==> src/rtl/adc_clk_gen.sv <==
module adc_clk_gen #(
  parameter int SU_W = 8
) (
  input  logic            clk,
  input  logic            rst_n,
  input  logic            alt_tick,
  input  logic            osc_tick,
  input  logic [1:0]      src_sel,
  input  logic [1:0]      div_sel,
  input  logic            force_on,
  input  logic            conv_start,
  input  logic            conv_stop,
  input  logic [SU_W-1:0] startup_len,
  output logic            adck_en,
  output logic            osc_req,
  output logic            clk_ready
);
  localparam logic [1:0] SRC_BUS  = 2'b00;
  localparam logic [1:0] SRC_HALF = 2'b01;
  localparam logic [1:0] SRC_ALT  = 2'b10;
  localparam logic [1:0] SRC_OSC  = 2'b11;

  logic            active;
  logic [1:0]      src_q, div_q;
  logic            half_ph;
  logic [2:0]      div_cnt, div_lim;
  logic [SU_W-1:0] su_cnt;
  logic            src_tick;

  wire osc_ok   = su_cnt >= startup_len;
  wire cfg_load = !active && (src_sel != src_q || div_sel != div_q);

  assign osc_req   = force_on || (src_q == SRC_OSC && active);
  assign clk_ready = (src_q != SRC_OSC) || (osc_req && osc_ok);

  always_comb begin
    case (src_q)
      SRC_BUS:  src_tick = 1'b1;
      SRC_HALF: src_tick = half_ph;
      SRC_ALT:  src_tick = alt_tick;
      default:  src_tick = osc_tick && clk_ready;
    endcase
  end

  always_comb begin
    case (div_q)
      2'd0:    div_lim = 3'd0;
      2'd1:    div_lim = 3'd1;
      2'd2:    div_lim = 3'd3;
      default: div_lim = 3'd7;
    endcase
  end

  assign adck_en = src_tick && (div_cnt == div_lim);

  always_ff @(posedge clk or negedge rst_n) begin
    if (!rst_n) active <= 1'b0;
    else if (conv_stop) active <= 1'b0;
    else if (conv_start) active <= 1'b1;
  end

  always_ff @(posedge clk or negedge rst_n) begin
    if (!rst_n) begin
      src_q   <= SRC_BUS;
      div_q   <= 2'd0;
      half_ph <= 1'b0;
      div_cnt <= 3'd0;
    end else if (cfg_load) begin
      src_q   <= src_sel;
      div_q   <= div_sel;
      half_ph <= 1'b0;
      div_cnt <= 3'd0;
    end else begin
      half_ph <= !half_ph;
      if (src_tick) div_cnt <= (div_cnt == div_lim) ? 3'd0 : div_cnt + 3'd1;
    end
  end

  always_ff @(posedge clk or negedge rst_n) begin
    if (!rst_n) su_cnt <= '0;
    else if (!osc_req) su_cnt <= '0;
    else if (osc_tick && !osc_ok) su_cnt <= su_cnt + 1'b1;
  end
endmodule

==> config.mk <==
export PLATFORM = sky130hd
export DESIGN_NAME = adc_clk_gen
export DESIGN_NICKNAME = d
export VERILOG_FILES = /design/src/rtl/adc_clk_gen.sv
export SDC_FILE = /design/constraint.sdc
export NUM_CORES = 1
export LEC_CHECK = 0
export ABC_AREA = 1
export CAP_MARGIN = 20
export CORE_ASPECT_RATIO = 1.4
export CORE_MARGIN = 2
export CORE_UTILIZATION = 30
export DETAILED_ROUTE_END_ITERATION = 10
export GPL_TIMING_DRIVEN = 0
export SYNTH_ARGS = -nofsm -noshare
export SYNTH_HDL_FRONTEND = slang
export SYNTH_SLANG_ARGS = --single-unit
==> constraint.sdc <==
create_clock -name clk -period 1.9 [get_ports clk]
set_input_delay 0.38 -clock clk [delete_from_list [all_inputs] [get_ports clk]]
set_output_delay 0.38 -clock clk [all_outputs]
set_load 0.05 [all_outputs]
# == Word level (Yosys, flattened, before mapping) ==
# Index checks and enable logic that the tools add are counted.
# op_classes
add_sub_neg,2
n_lt_le_gt_ge,1
n_eq_ne,10
mux,10
reduce_logical,16
# op_table
cell,n
2-to-1 mux 8 bit,2
2-to-1 mux 3 bit,3
one-hot mux 3 bit (3 select lines),1
adder 8 x 1 -> 8 bit (second input constant),1
>= comparator 8 bit,1
== test 2 bit (second input constant),3
logical AND 1 bit,6
== test 2 x 1 -> 1 bit (second input constant),2
logical NOT 2 bit,2
inequality test 2 bit,2
nonzero test 2 bit,2
adder 3 x 1 -> 3 bit (second input constant),1
== test 3 bit,1
logical NOT 1 bit,3
logical OR 1 bit,3
2-to-1 mux 1 bit,3
one-hot mux 1 bit (3 select lines),1
inequality test 2 x 1 -> 1 bit (second input constant),1
inequality test 2 bit (second input constant),1
# totals
reg_bits,17
input_bits,19
output_inout_bits,3
word_cells,45

# == Logic depth before layout (Yosys ltp) ==
# depth
depth_word,9
ltp_mapped,13
depth_no_buf,13

# == Worst setup path before layout ==
# OpenSTA, ideal clock, no wires.
# synth_timing
path_kind,input-to-output
start,in startup_len[7]
end,out adck_en
arrival_ns,1.996
t_required_ns,1.520
path_slack_ns,-0.476
cell_stages,8
n_path_buf,0
cell_sequence,inv_1 ha_1 nand2_1 nor2_1 nand4_1 nand3_2 nand3_4 a21oi_1
# synth_via
elab_chain_cells,6
# synth_lines
element,line,text
start: declaration,13,"input logic [SU_W-1:0] startup_len,"
>= comparator 8 bit,30,wire osc_ok = su_cnt >= startup_len;
logical AND 1 bit,34,assign clk_ready = (src_q != SRC_OSC) || (osc_req && osc_ok);
logical OR 1 bit,34,
logical AND 1 bit,41,default: src_tick = osc_tick && clk_ready;
one-hot mux 1 bit (3 select lines),37,case (src_q)
logical AND 1 bit,54,assign adck_en = src_tick && (div_cnt == div_lim);
end: declaration,14,"output logic adck_en,"
# No other way between the ends.

# == Worst setup path after layout ==
# layout_timing
start,reg su_cnt[7]
end,out adck_en
# layout_via
elab_chain_cells,6
# layout_lines
element,line,text
start: declaration,27,logic [SU_W-1:0] su_cnt;
start signal: assignment,82,else if (osc_tick && !osc_ok) su_cnt <= su_cnt + 1'b1;
>= comparator 8 bit,30,
logical AND 1 bit,34,
logical OR 1 bit,34,
logical AND 1 bit,41,
one-hot mux 1 bit (3 select lines),37,
logical AND 1 bit,54,
# No other way between the ends.

==> flow_summary.yaml <==
logic_synthesis:
  synth_top_area_cell: "dfrtp_1"
  synth_area_per_cell_um2: 7.64
  synth_area_leaders: "dfrtp_1, nand2_1, ha_1"
  netlist_top_cells_count: "nand2_1, inv_1, dfrtp_1, nor2_1, ha_1"
  synth_top_area_share_pct: 34.6
  synth_ff_type: "dfrtp_1"
  syn_nets: 190
  synth.most_common_cell: "nand2_1"
  yosysSeqAreaShare_pct: 34.6
  ys_seq_elements: 17
  synth_edf_count: 0
  yosysWarnings: 0
  synth.distinct_cells: 24
  postSynthCellCount: 161
  async_reset_ff_share_pct: 100
  synth_area_um2: 1230
finish:
  nNetsFinal: 227
  area_delta_synth_final_pct: 41.4
  final_cell_area_um2: 1740
  drive_gt1_share_pct: 26.9
  fin_util_pct: 44.4
  fin_cells: 240
  n_antenna_cell: 0
place:
  place_ws_ns: -1.23
  place_area_um2: 1510
  place_congestion: 0.751
  port_buffers: 21
  hpwl_mm: 1.90
  placed_cells: 225
sta:
  timing.final.max_slew_violations: 0
  tightest_slew_ns: 0.775
  max-slew-margin-rel_pct: 48.1
  timing.fmax_ghz: 0.467
  rsz0062_at_grt: "true"
  hold_viol: 0
  period_share_pct: 113
  finalCriticalPeriod_ns: 2.14
  finalSetupViolCount: 2
  finalClockSkew_ns: 0.00455
  finalWorstSetupSlack_ns: -0.240
  setup_tns_ns: -0.399
detailed_routing:
  avgRoutedWirePerCell_um: 10.9
  drt_wl_total_mm: 2.61
  drc: 0
  wl_met1_mm: 1.22
  drtIter0Drc: 21
  vias: 1104
  firstDrtPassIters: 4
  routed-wl-met3_um: 91
  vias_per_cell: 4.60
  wl_met2_mm: 1.28
  drtAntennaViolNets: 0
  highest_layer: "met4"
worst_setup_path:
  r2r_end: "su_cnt[3]"
  critPathMaxFanout: 3
  timing.critical_path.from: "su_cnt[7]"
  crit_type: "reg2out"
  cp.required_ns: 1.52
  rrSetupSlack_ns: 0.15
  reg2reg_from: "su_cnt[5]"
  cp-start-kind: "flop"
  end_kind: "primary output"
  crit_arrival_ns: 1.76
  r2r_cells: 10
clock_tree:
  clockBufferDepth: 2
  htreeDepth: 1
  cts_buffers: 3
  ctsRootBufferMaster: "clkbuf_8"
  cts_tree: "yes"
  clock_sink_count: 17
  path_clk_slew_ns: 0.07
  hold_buffers: 0
  clk_latency_ns: 0.25
min_path:
  holdPathEnd: "half_ph"
  min_path_type: "reg2reg"
  hold_start: "half_ph"
  min_path_cells: 1
pwr:
  vdd_drop_max_v: 0.000335
  leakagePower_uw: 0.000864
  powerDensity_nw_per_um2: 577
floorplanning:
  die_h_um: 79.8
  die_area_um2: 4640
  core_area_um2: 3920
  fp.dieW_um: 58.1
  start_util_pct: 31.4
  io-pin-count: 22
  row_count: 27
grt:
  grt-ovfl-total: 0
  antenna_found_initial: 0
  grt_pass1_wl_mm: 4.50
  grt_pass1_vias: 1087
  grt_usage_pct: 12.3
  grt_max_degree: 18
outcome:
  status: "finished, violations left"
  violations: "setup timing"
job:
  cap_violations: 0
==> what timing repair did <==
action,4_1_cts,5_1_grt
buffers inserted,9,2
resized for setup,47,3
pin swaps,14,7
setup endpoints to repair,9,3
cloned,0,0
==> layout make-up <==
type,count,area [µm²]
flip-flops and latches,17,429
well taps,43,53.8
multi-input cells,122,841
inverters,21,78.8
fillers,401,2180
repair buffers,32,280
clock buffers,4,45.0
plain buffers,1,11.3
==> cells in the final DEF (no fill, tap or decap), drive strengths merged <==
cell type,count
nand2,49
inv,21
dfrtp,17
nor2,16
buf,15
nand3,12
clkdlybuf4s50,10
ha,10
xor2,8
dlygate4sd2,8
o21ai,7
a21oi,6
nor3,5
nand4,4
clkbuf,4
xnor2,3
a21o,1
or2,1
==> sequential cells by signal, indices dropped and copies added (netlist names) <==
| signal | count |
|---|---|
| half_ph | 1 |
| src_q | 2 |
| div_q | 2 |
| div_cnt | 3 |
| active | 1 |
| su_cnt | 8 |
==> how the worst max path moves through the flow <==
stage	to	slack (ns)	cells past startpoint
after floorplan	adck_en	-0.05	8
after global placement	adck_en	-1.21	10
after detailed placement	adck_en	-1.23	10
after CTS	adck_en	-0.28	8
after global routing	adck_en	-0.32	8
final	adck_en	-0.24	8
==> logic make-up after synthesis <==
kind of cell,after synthesis,share of synthesized area [%]
AO/OA/AOI/OAI,14,7.12
XOR/XNOR,11,7.83
adder cells (fa/ha/maj),10,10.2
buffers and inverters,22,7.32
flip-flops,17,34.6
AND/OR/NAND/NOR,87,33.0
==> per-stage QoR <==
| step | hold WS [ns] | power, µW |
|---|---|---|
| after floorplan | 0.0844 | 626 |
| after global placement | 0.438 | 720 |
| after detailed placement | 0.440 | 724 |
| after CTS | 0.457 | 1010 |
| after global routing | 0.460 | 1070 |
| final | 0.459 | 1000 |
==> worst max-delay path, cell delays in order (launching register included) <==
cell and delay (ns):
dfrtp_1 0.41, ha_4 0.29, nand2_4 0.05, nor2_4 0.11, nand4_1 0.13, nand3_4 0.14
nand3_4 0.09, a21oi_4 0.13, buf_6 0.17
==> per-layer routing <==
metal  GRT usage (%)  vias to the layer above
met5               0                        -
met4            4.88                        0
met3           0.972                        2
met2            21.6                       22
met1            15.4                      496
li1                -                      584
==> power by group <==
group / leakage [µW] / switching (µW) / internal [µW]
sequential: 0.000219 / 41.6 / 393
clock: 0.0000228 / 118 / 149
combinational: 0.000622 / 171 / 131
total: 0.000864 / 330 / 673
Power figures use the tool's default switching activity.
